**config.mk**
```make
export PLATFORM = sky130hd
export DESIGN_NAME = rst_supervisor
export DESIGN_NICKNAME = d
export VERILOG_FILES = /design/src/rtl/rsv_pkg.sv /design/src/rtl/rsv_pin_sync.sv /design/src/rtl/rsv_timer.sv /design/src/rtl/rsv_fsm.sv /design/src/rtl/rst_supervisor.sv
export SDC_FILE = /design/constraint.sdc
export NUM_CORES = 1
export LEC_CHECK = 0
export BUFFER_PORTS_ARGS = -buffer_cell sky130_fd_sc_hd__buf_4
export CAP_MARGIN = 20
export CORE_AREA = 2 2 39 41
export CTS_BUF_LIST = sky130_fd_sc_hd__clkbuf_4 sky130_fd_sc_hd__clkbuf_8
export CTS_CLUSTER_DIAMETER = 120
export DETAILED_ROUTE_END_ITERATION = 16
export DIE_AREA = 0 0 41 43
export PLACE_DENSITY_LB_ADDON = 0.12
export SLEW_MARGIN = 15
export SYNTH_ARGS = -nofsm -noshare
export SYNTH_HDL_FRONTEND = slang
export SYNTH_SLANG_ARGS = --single-unit
```
**constraint.sdc**
```tcl
create_clock -name clk -period 2.2 [get_ports clk]
set_input_delay 0.33 -clock clk [delete_from_list [all_inputs] [get_ports clk]]
set_output_delay 0.33 -clock clk [all_outputs]
set_load 0.02 [all_outputs]
```
**src/rtl/rsv_pkg.sv**
```systemverilog
package rsv_pkg;

  typedef enum logic [2:0] {
    ST_SUPPLY   = 3'd0,
    ST_STRETCH  = 3'd1,
    ST_IDLE     = 3'd2,
    ST_DEBOUNCE = 3'd3,
    ST_SETTLE   = 3'd4,
    ST_WAIT_REL = 3'd5
  } rsv_state_e;

  // States in which the supervisor pulls the shared line low.
  function automatic logic rsv_drives(input rsv_state_e s);
    return (s == ST_SUPPLY) || (s == ST_STRETCH) || (s == ST_DEBOUNCE);
  endfunction

endpackage

```
**src/rtl/rsv_pin_sync.sv**
```systemverilog
module rsv_pin_sync #(
  parameter int STAGES = 2
) (
  input  logic clk,
  input  logic rst,
  input  logic pin_async,
  output logic level,
  output logic fell,
  output logic rose
);

  logic [STAGES-1:0] chain_q;
  logic              prev_q;

  // Stage 0 samples the asynchronous wire; later stages form the chain.
  always_ff @(posedge clk) begin
    if (rst) chain_q[0] <= 1'b1;
    else     chain_q[0] <= pin_async;
  end

  for (genvar g = 1; g < STAGES; g++) begin : g_stage
    always_ff @(posedge clk) begin
      if (rst) chain_q[g] <= 1'b1;
      else     chain_q[g] <= chain_q[g-1];
    end
  end

  // One extra flop holds the previous synchronized level for edge detection.
  always_ff @(posedge clk) begin
    if (rst) prev_q <= 1'b1;
    else     prev_q <= chain_q[STAGES-1];
  end

  assign level = chain_q[STAGES-1];
  assign fell  = prev_q & ~level;
  assign rose  = ~prev_q & level;

endmodule

```
**src/rtl/rsv_timer.sv**
```systemverilog
module rsv_timer #(
  parameter int W = 8
) (
  input  logic         clk,
  input  logic         rst,
  input  logic         load,
  input  logic [W-1:0] load_val,
  output logic         expired
);

  logic [W-1:0] cnt_q;

  // Counts down from the loaded value and rests at zero.
  always_ff @(posedge clk) begin
    if (rst)                cnt_q <= '0;
    else if (load)          cnt_q <= load_val;
    else if (cnt_q != '0)   cnt_q <= cnt_q - 1'b1;
  end

  assign expired = (cnt_q == '0);

endmodule

```
**src/rtl/rsv_fsm.sv**
```systemverilog
module rsv_fsm
  import rsv_pkg::*;
#(
  parameter int RESET_CYCLES    = 16,
  parameter int DEBOUNCE_CYCLES = 16,
  parameter int SETTLE_CYCLES   = 3,
  parameter int W               = 8
) (
  input  logic         clk,
  input  logic         rst,
  input  logic         supply_ok,
  input  logic         pin_level,
  input  logic         pin_fell,
  input  logic         pin_rose,
  input  logic         expired,
  output logic         load,
  output logic [W-1:0] load_val,
  output logic         drive_q,
  output logic         active_q
);

  localparam logic [W-1:0] LD_RESET  = W'(RESET_CYCLES - 1);
  localparam logic [W-1:0] LD_DEB    = W'(DEBOUNCE_CYCLES - 1);
  localparam logic [W-1:0] LD_SETTLE = W'(SETTLE_CYCLES - 1);

  rsv_state_e state_q, state_d;

  always_comb begin
    state_d  = state_q;
    load     = 1'b0;
    load_val = '0;
    if (!supply_ok) begin
      // Brownout always wins, from every state.
      state_d = ST_SUPPLY;
    end else begin
      unique case (state_q)
        ST_SUPPLY: begin
          state_d  = ST_STRETCH;
          load     = 1'b1;
          load_val = LD_RESET;
        end
        ST_STRETCH: begin
          if (expired) state_d = ST_IDLE;
        end
        ST_IDLE: begin
          if (pin_fell) begin
            state_d  = ST_DEBOUNCE;
            load     = 1'b1;
            load_val = LD_DEB;
          end
        end
        ST_DEBOUNCE: begin
          if (expired) begin
            state_d  = ST_SETTLE;
            load     = 1'b1;
            load_val = LD_SETTLE;
          end
        end
        ST_SETTLE: begin
          if (expired) state_d = pin_level ? ST_IDLE : ST_WAIT_REL;
        end
        ST_WAIT_REL: begin
          if (pin_rose) begin
            state_d  = ST_STRETCH;
            load     = 1'b1;
            load_val = LD_RESET;
          end
        end
        default: state_d = ST_SUPPLY;
      endcase
    end
  end

  always_ff @(posedge clk) begin
    if (rst) begin
      state_q  <= ST_SUPPLY;
      drive_q  <= 1'b1;
      active_q <= 1'b1;
    end else begin
      state_q  <= state_d;
      drive_q  <= rsv_drives(state_d);
      active_q <= rsv_drives(state_d);
    end
  end

endmodule

```
**src/rtl/rst_supervisor.sv**
```systemverilog
module rst_supervisor #(
  parameter int RESET_CYCLES    = 16,
  parameter int DEBOUNCE_CYCLES = RESET_CYCLES,
  parameter int SYNC_STAGES     = 2
) (
  input  logic clk,
  input  logic rst,
  input  logic supply_ok,
  input  logic pin_level,
  output logic drive_low,
  output logic reset_active
);

  localparam int SETTLE_CYCLES = SYNC_STAGES + 1;
  localparam int MAX_CYCLES    = (RESET_CYCLES > DEBOUNCE_CYCLES) ? RESET_CYCLES : DEBOUNCE_CYCLES;
  localparam int TW            = $clog2(MAX_CYCLES + 1) + 1;

  logic          s_level, s_fell, s_rose;
  logic          t_load, t_expired;
  logic [TW-1:0] t_val;

  rsv_pin_sync #(.STAGES(SYNC_STAGES)) u_sync (
    .clk       (clk),
    .rst       (rst),
    .pin_async (pin_level),
    .level     (s_level),
    .fell      (s_fell),
    .rose      (s_rose)
  );

  rsv_timer #(.W(TW)) u_timer (
    .clk      (clk),
    .rst      (rst),
    .load     (t_load),
    .load_val (t_val),
    .expired  (t_expired)
  );

  rsv_fsm #(
    .RESET_CYCLES    (RESET_CYCLES),
    .DEBOUNCE_CYCLES (DEBOUNCE_CYCLES),
    .SETTLE_CYCLES   (SETTLE_CYCLES),
    .W               (TW)
  ) u_fsm (
    .clk       (clk),
    .rst       (rst),
    .supply_ok (supply_ok),
    .pin_level (s_level),
    .pin_fell  (s_fell),
    .pin_rose  (s_rose),
    .expired   (t_expired),
    .load      (t_load),
    .load_val  (t_val),
    .drive_q   (drive_low),
    .active_q  (reset_active)
  );

endmodule

```
==> metrics.csv <==
stage,metric,value,unit
status,status,completed,
power_and_ir_drop,comb_power_share,23.4,%
critical_path,setup.worst_path.end_class,flop,
critical_path,r2r-end,u_fsm.drive_q,
timing,slew_headroom,63.8,%
cts,hold_buffers,0,
finish,syn_to_final_growth,8.33,%
timing,fin_setup_tns,0,ns
timing,clock_skew,0.00139,ns
timing,timing.fmax,525,MHz
die,start_util,51.0,%
critical_path,reg2reg_from,u_timer.cnt_q[0],
logic_synthesis,synthSimpleGateAreaFrac,32.4,%
global_routing,grt_pass1_wl,2280,um
critical_path,cp.required,2.36,ns
cts,clock_latency,0.28,ns
critical_path,rr_worst_depth,6,
detailed_routing,routedWlPerCell,13.7,um
detailed_routing,first_pass_iters,4,
global_routing,grt_util_met3,3.14,%
cts,cts_buffers,3,
logic_synthesis,syn_area_per_cell,8.40,um^2
timing,hold_viol_final,0,
power_and_ir_drop,ir_drop,385,uV
job,maxCapViolCount,0,
logic_synthesis,syn_inst,84,
critical_path,crit_family,simple AND/OR/NAND/NOR gates,
critical_path,r2r_slack,0.30,ns
cts,cts_root_buffer,clkbuf_4,
power_and_ir_drop,power_frac_seq,48.8,%
detailed_routing,vias,616,
logic_synthesis,synth_adder_area_share,1.77,%
logic_synthesis,ys_seq_elements,13,
min_path,hold_path.class,in -> reg,
die,ios,6,
critical_path,cp-start-kind,flop,
global_routing,grt.overflow.total,0,
cts,clk_pin_slew_worst_paths,0.08,ns
power_and_ir_drop,p_leak,0.305,nW
cts,cts_buffer_depth,2,
placement,place_congestion,0.845,
timing,tightestPinTransition,0.542,ns
critical_path,critPathCapture,u_fsm.drive_q,
die,die-area,1760,um^2
logic_synthesis,synth.distinct_cells,35,
global_routing,grt_start_max_net_pins,13,
finish,layout.nets,93,
global_routing,antenna_found_initial,0,
timing,whs,0.227,ns
critical_path,cp-startpoint,u_timer.cnt_q[0],
logic_synthesis,synth_compound_area_share,18.4,%
cts,cts_htree_levels,1,
finish,diodes,0,
cts,post_cts_buffers,0,
power_and_ir_drop,swShare,32.0,%
critical_path,crit_chain,inv_1 > ha_1 > nor4b_2 > a311oi_1 > nor3_1 > a211oi_2,
global_routing,track_usage,19.4,%
logic_synthesis,synth_top_family_by_area,simple AND/OR/NAND/NOR gates,
logic_synthesis,synth_area,706,um^2
critical_path,crit_buf_inv,1,
detailed_routing,ant_nets,0,
global_routing,grt_pass1_vias,516,
critical_path,slowest_stage,nor4b_2,
timing,maxSlewViolCount,0,
power_and_ir_drop,p_sw,0.191,mW
timing,min_period_over_period,86.6,%
timing,rsz0062_at_grt,no,
logic_synthesis,synth_warnings,0,
critical_path,worst_path_largest_cell_delay,0.49,ns
detailed_routing,initialDrtViolationCount,11,
timing,setup-violations-final,0,
detailed_routing,wl,1410,um
power_and_ir_drop,clkPwrFrac,27.8,%
critical_path,crit_cells,6,
die,fp.coreArea,1380,um^2
die,fp.dieH,43,um
critical_path,crit_type,reg -> reg,
critical_path,worstPathArrival,2.07,ns
global_routing,use_met2,25.3,%
cts,cts_tree,done,
placement,hpwl,910,um
global_routing,grt_most_used_layer,met1,
power_and_ir_drop,p_per_area,780,nW/um^2
detailed_routing,remaining_drc_errors,0,
global_routing,gr-usage-met1,27.7,%
power_and_ir_drop,p_int,0.406,mW
cts,post_cts_resized,0,
placement,io_buffers,5,
cts,numClockSinks,13,
critical_path,critPathMaxFanout,6,
die,rows,14,
logic_synthesis,synth_nets,89,
timing,timing.final.crit_period,1.90,ns
detailed_routing,avgViaCountPerCell,5.98,
logic_synthesis,synth_xor_area_share,3.72,%
die,die_w,41,um
logic_synthesis,muxShareOfSynthArea,0,%
finish,drive_gt1_share,18.4,%
logic_synthesis,ys_seq_area_share,36.9,%
## area by class of cell
class,count,area [um^2]
fill,124,619
multi-input combinational,60,398
sequential,13,260
timing repair buffer,5,37.5
clock buffer,4,30.0
tap,16,20.0
inverter,5,18.8
## worst reg2reg max path, stage by stage (launching register included)
cell      delay, ns
dfxtp_1        0.33
inv_1          0.07
ha_1           0.22
nor4b_2        0.49
a311oi_1       0.19
nor3_1         0.36
a211oi_2       0.12
## metal layers
metal  vias to the layer above  routed length [um]
met4                         0                  44
met3                         5                  50
met2                        13                 597
li1                        308                   -
met5                         -                   0
met1                       290                 718
## flip-flops by register name, summed over array words and instances, names as in the netlist
register / cells
u_sync.level: 1
u_fsm.state_q: 3
u_timer.cnt_q: 6
u_fsm.drive_q: 1
u_sync.chain_q: 1
u_sync.prev_q: 1
## power by group through the flow
stage	Clock [mW]	Combinational [mW]	Sequential (mW)
2_1_floorplan	0	0.124	0.280
3_3_place_gp	0	0.136	0.295
3_5_place_dp	0	0.135	0.295
4_1_cts	0.166	0.139	0.290
5_1_grt	0.174	0.158	0.295
6_report	0.166	0.140	0.291
## cells by family (layout without fill, tap and decap cells)
logic type      Yosys count  after routing
simple gates             36             36
compound gates           20             20
flops                    13             13
buf+inv                  11             14
xor+xnor                  3              3
fa+ha+maj                 1              1
## placed cells by master, fill, tap and decap left out, types with 3 or more instances in the layout
cell type,synthesis,layout
clkbuf_4,0,4
a21oi_1,3,3
inv_1,5,5
dfxtp_1,13,13
o21ai_0,5,5
buf_4,1,5
nor2_1,4,4
or2_2,4,4
a31oi_1,3,3
nand2b_1,3,3
nor3_1,3,3
nand2_1,5,5
## cells in the mapped netlist (all sizes together)
master | instances | area [um^2]
nand4 | 1 | 6.26
inv | 5 | 18.8
a32oi | 1 | 8.76
nand3b | 2 | 15.0
a211oi | 3 | 27.5
nand3 | 2 | 10.0
dfxtp | 13 | 260
or2 | 4 | 25.0
nand4b | 1 | 8.76
xnor2 | 1 | 8.76
o41ai | 1 | 8.76
nand2b | 3 | 18.8
o21ai | 7 | 35.0
nor4bb | 1 | 10.0
nand2 | 5 | 18.8
a21oi | 3 | 15.0
nor3 | 3 | 15.0
clkbuf | 3 | 11.3
ha | 1 | 12.5
buf | 3 | 17.5
nor3b | 2 | 15.0
nor4 | 1 | 12.5
nor2b | 2 | 12.5
or4b | 1 | 10.0
xor2 | 2 | 17.5
a31oi | 3 | 18.8
a311oi | 1 | 8.76
and3 | 2 | 12.5
a21o | 1 | 7.51
and3b | 1 | 8.76
nor4b | 1 | 15.0
nor2 | 4 | 15.0
## metrics by stage
step,setup slack (ns),utilization (%),std cells,total power [mW],instance area [um^2]
floorplan,0.582,-,84,0.404,706
global placement,0.412,53.1,99,0.432,734
detailed placement,0.410,53.1,99,0.431,734
CTS,0.334,55.2,103,0.595,764
global route,0.147,55.2,103,0.628,764
finish,0.295,55.2,103,0.596,764
## worst min-delay path by stage
stage,start,depth (start not counted),to
global route,pin_level,2,u_sync.chain_q[0]
CTS,pin_level,2,u_sync.chain_q[0]
global placement,u_sync.chain_q[0],1,u_sync.level
floorplan,u_sync.chain_q[0],1,u_sync.level
finish,pin_level,2,u_sync.chain_q[0]
detailed placement,u_sync.chain_q[0],1,u_sync.level
(Power assumes the default switching activity.)
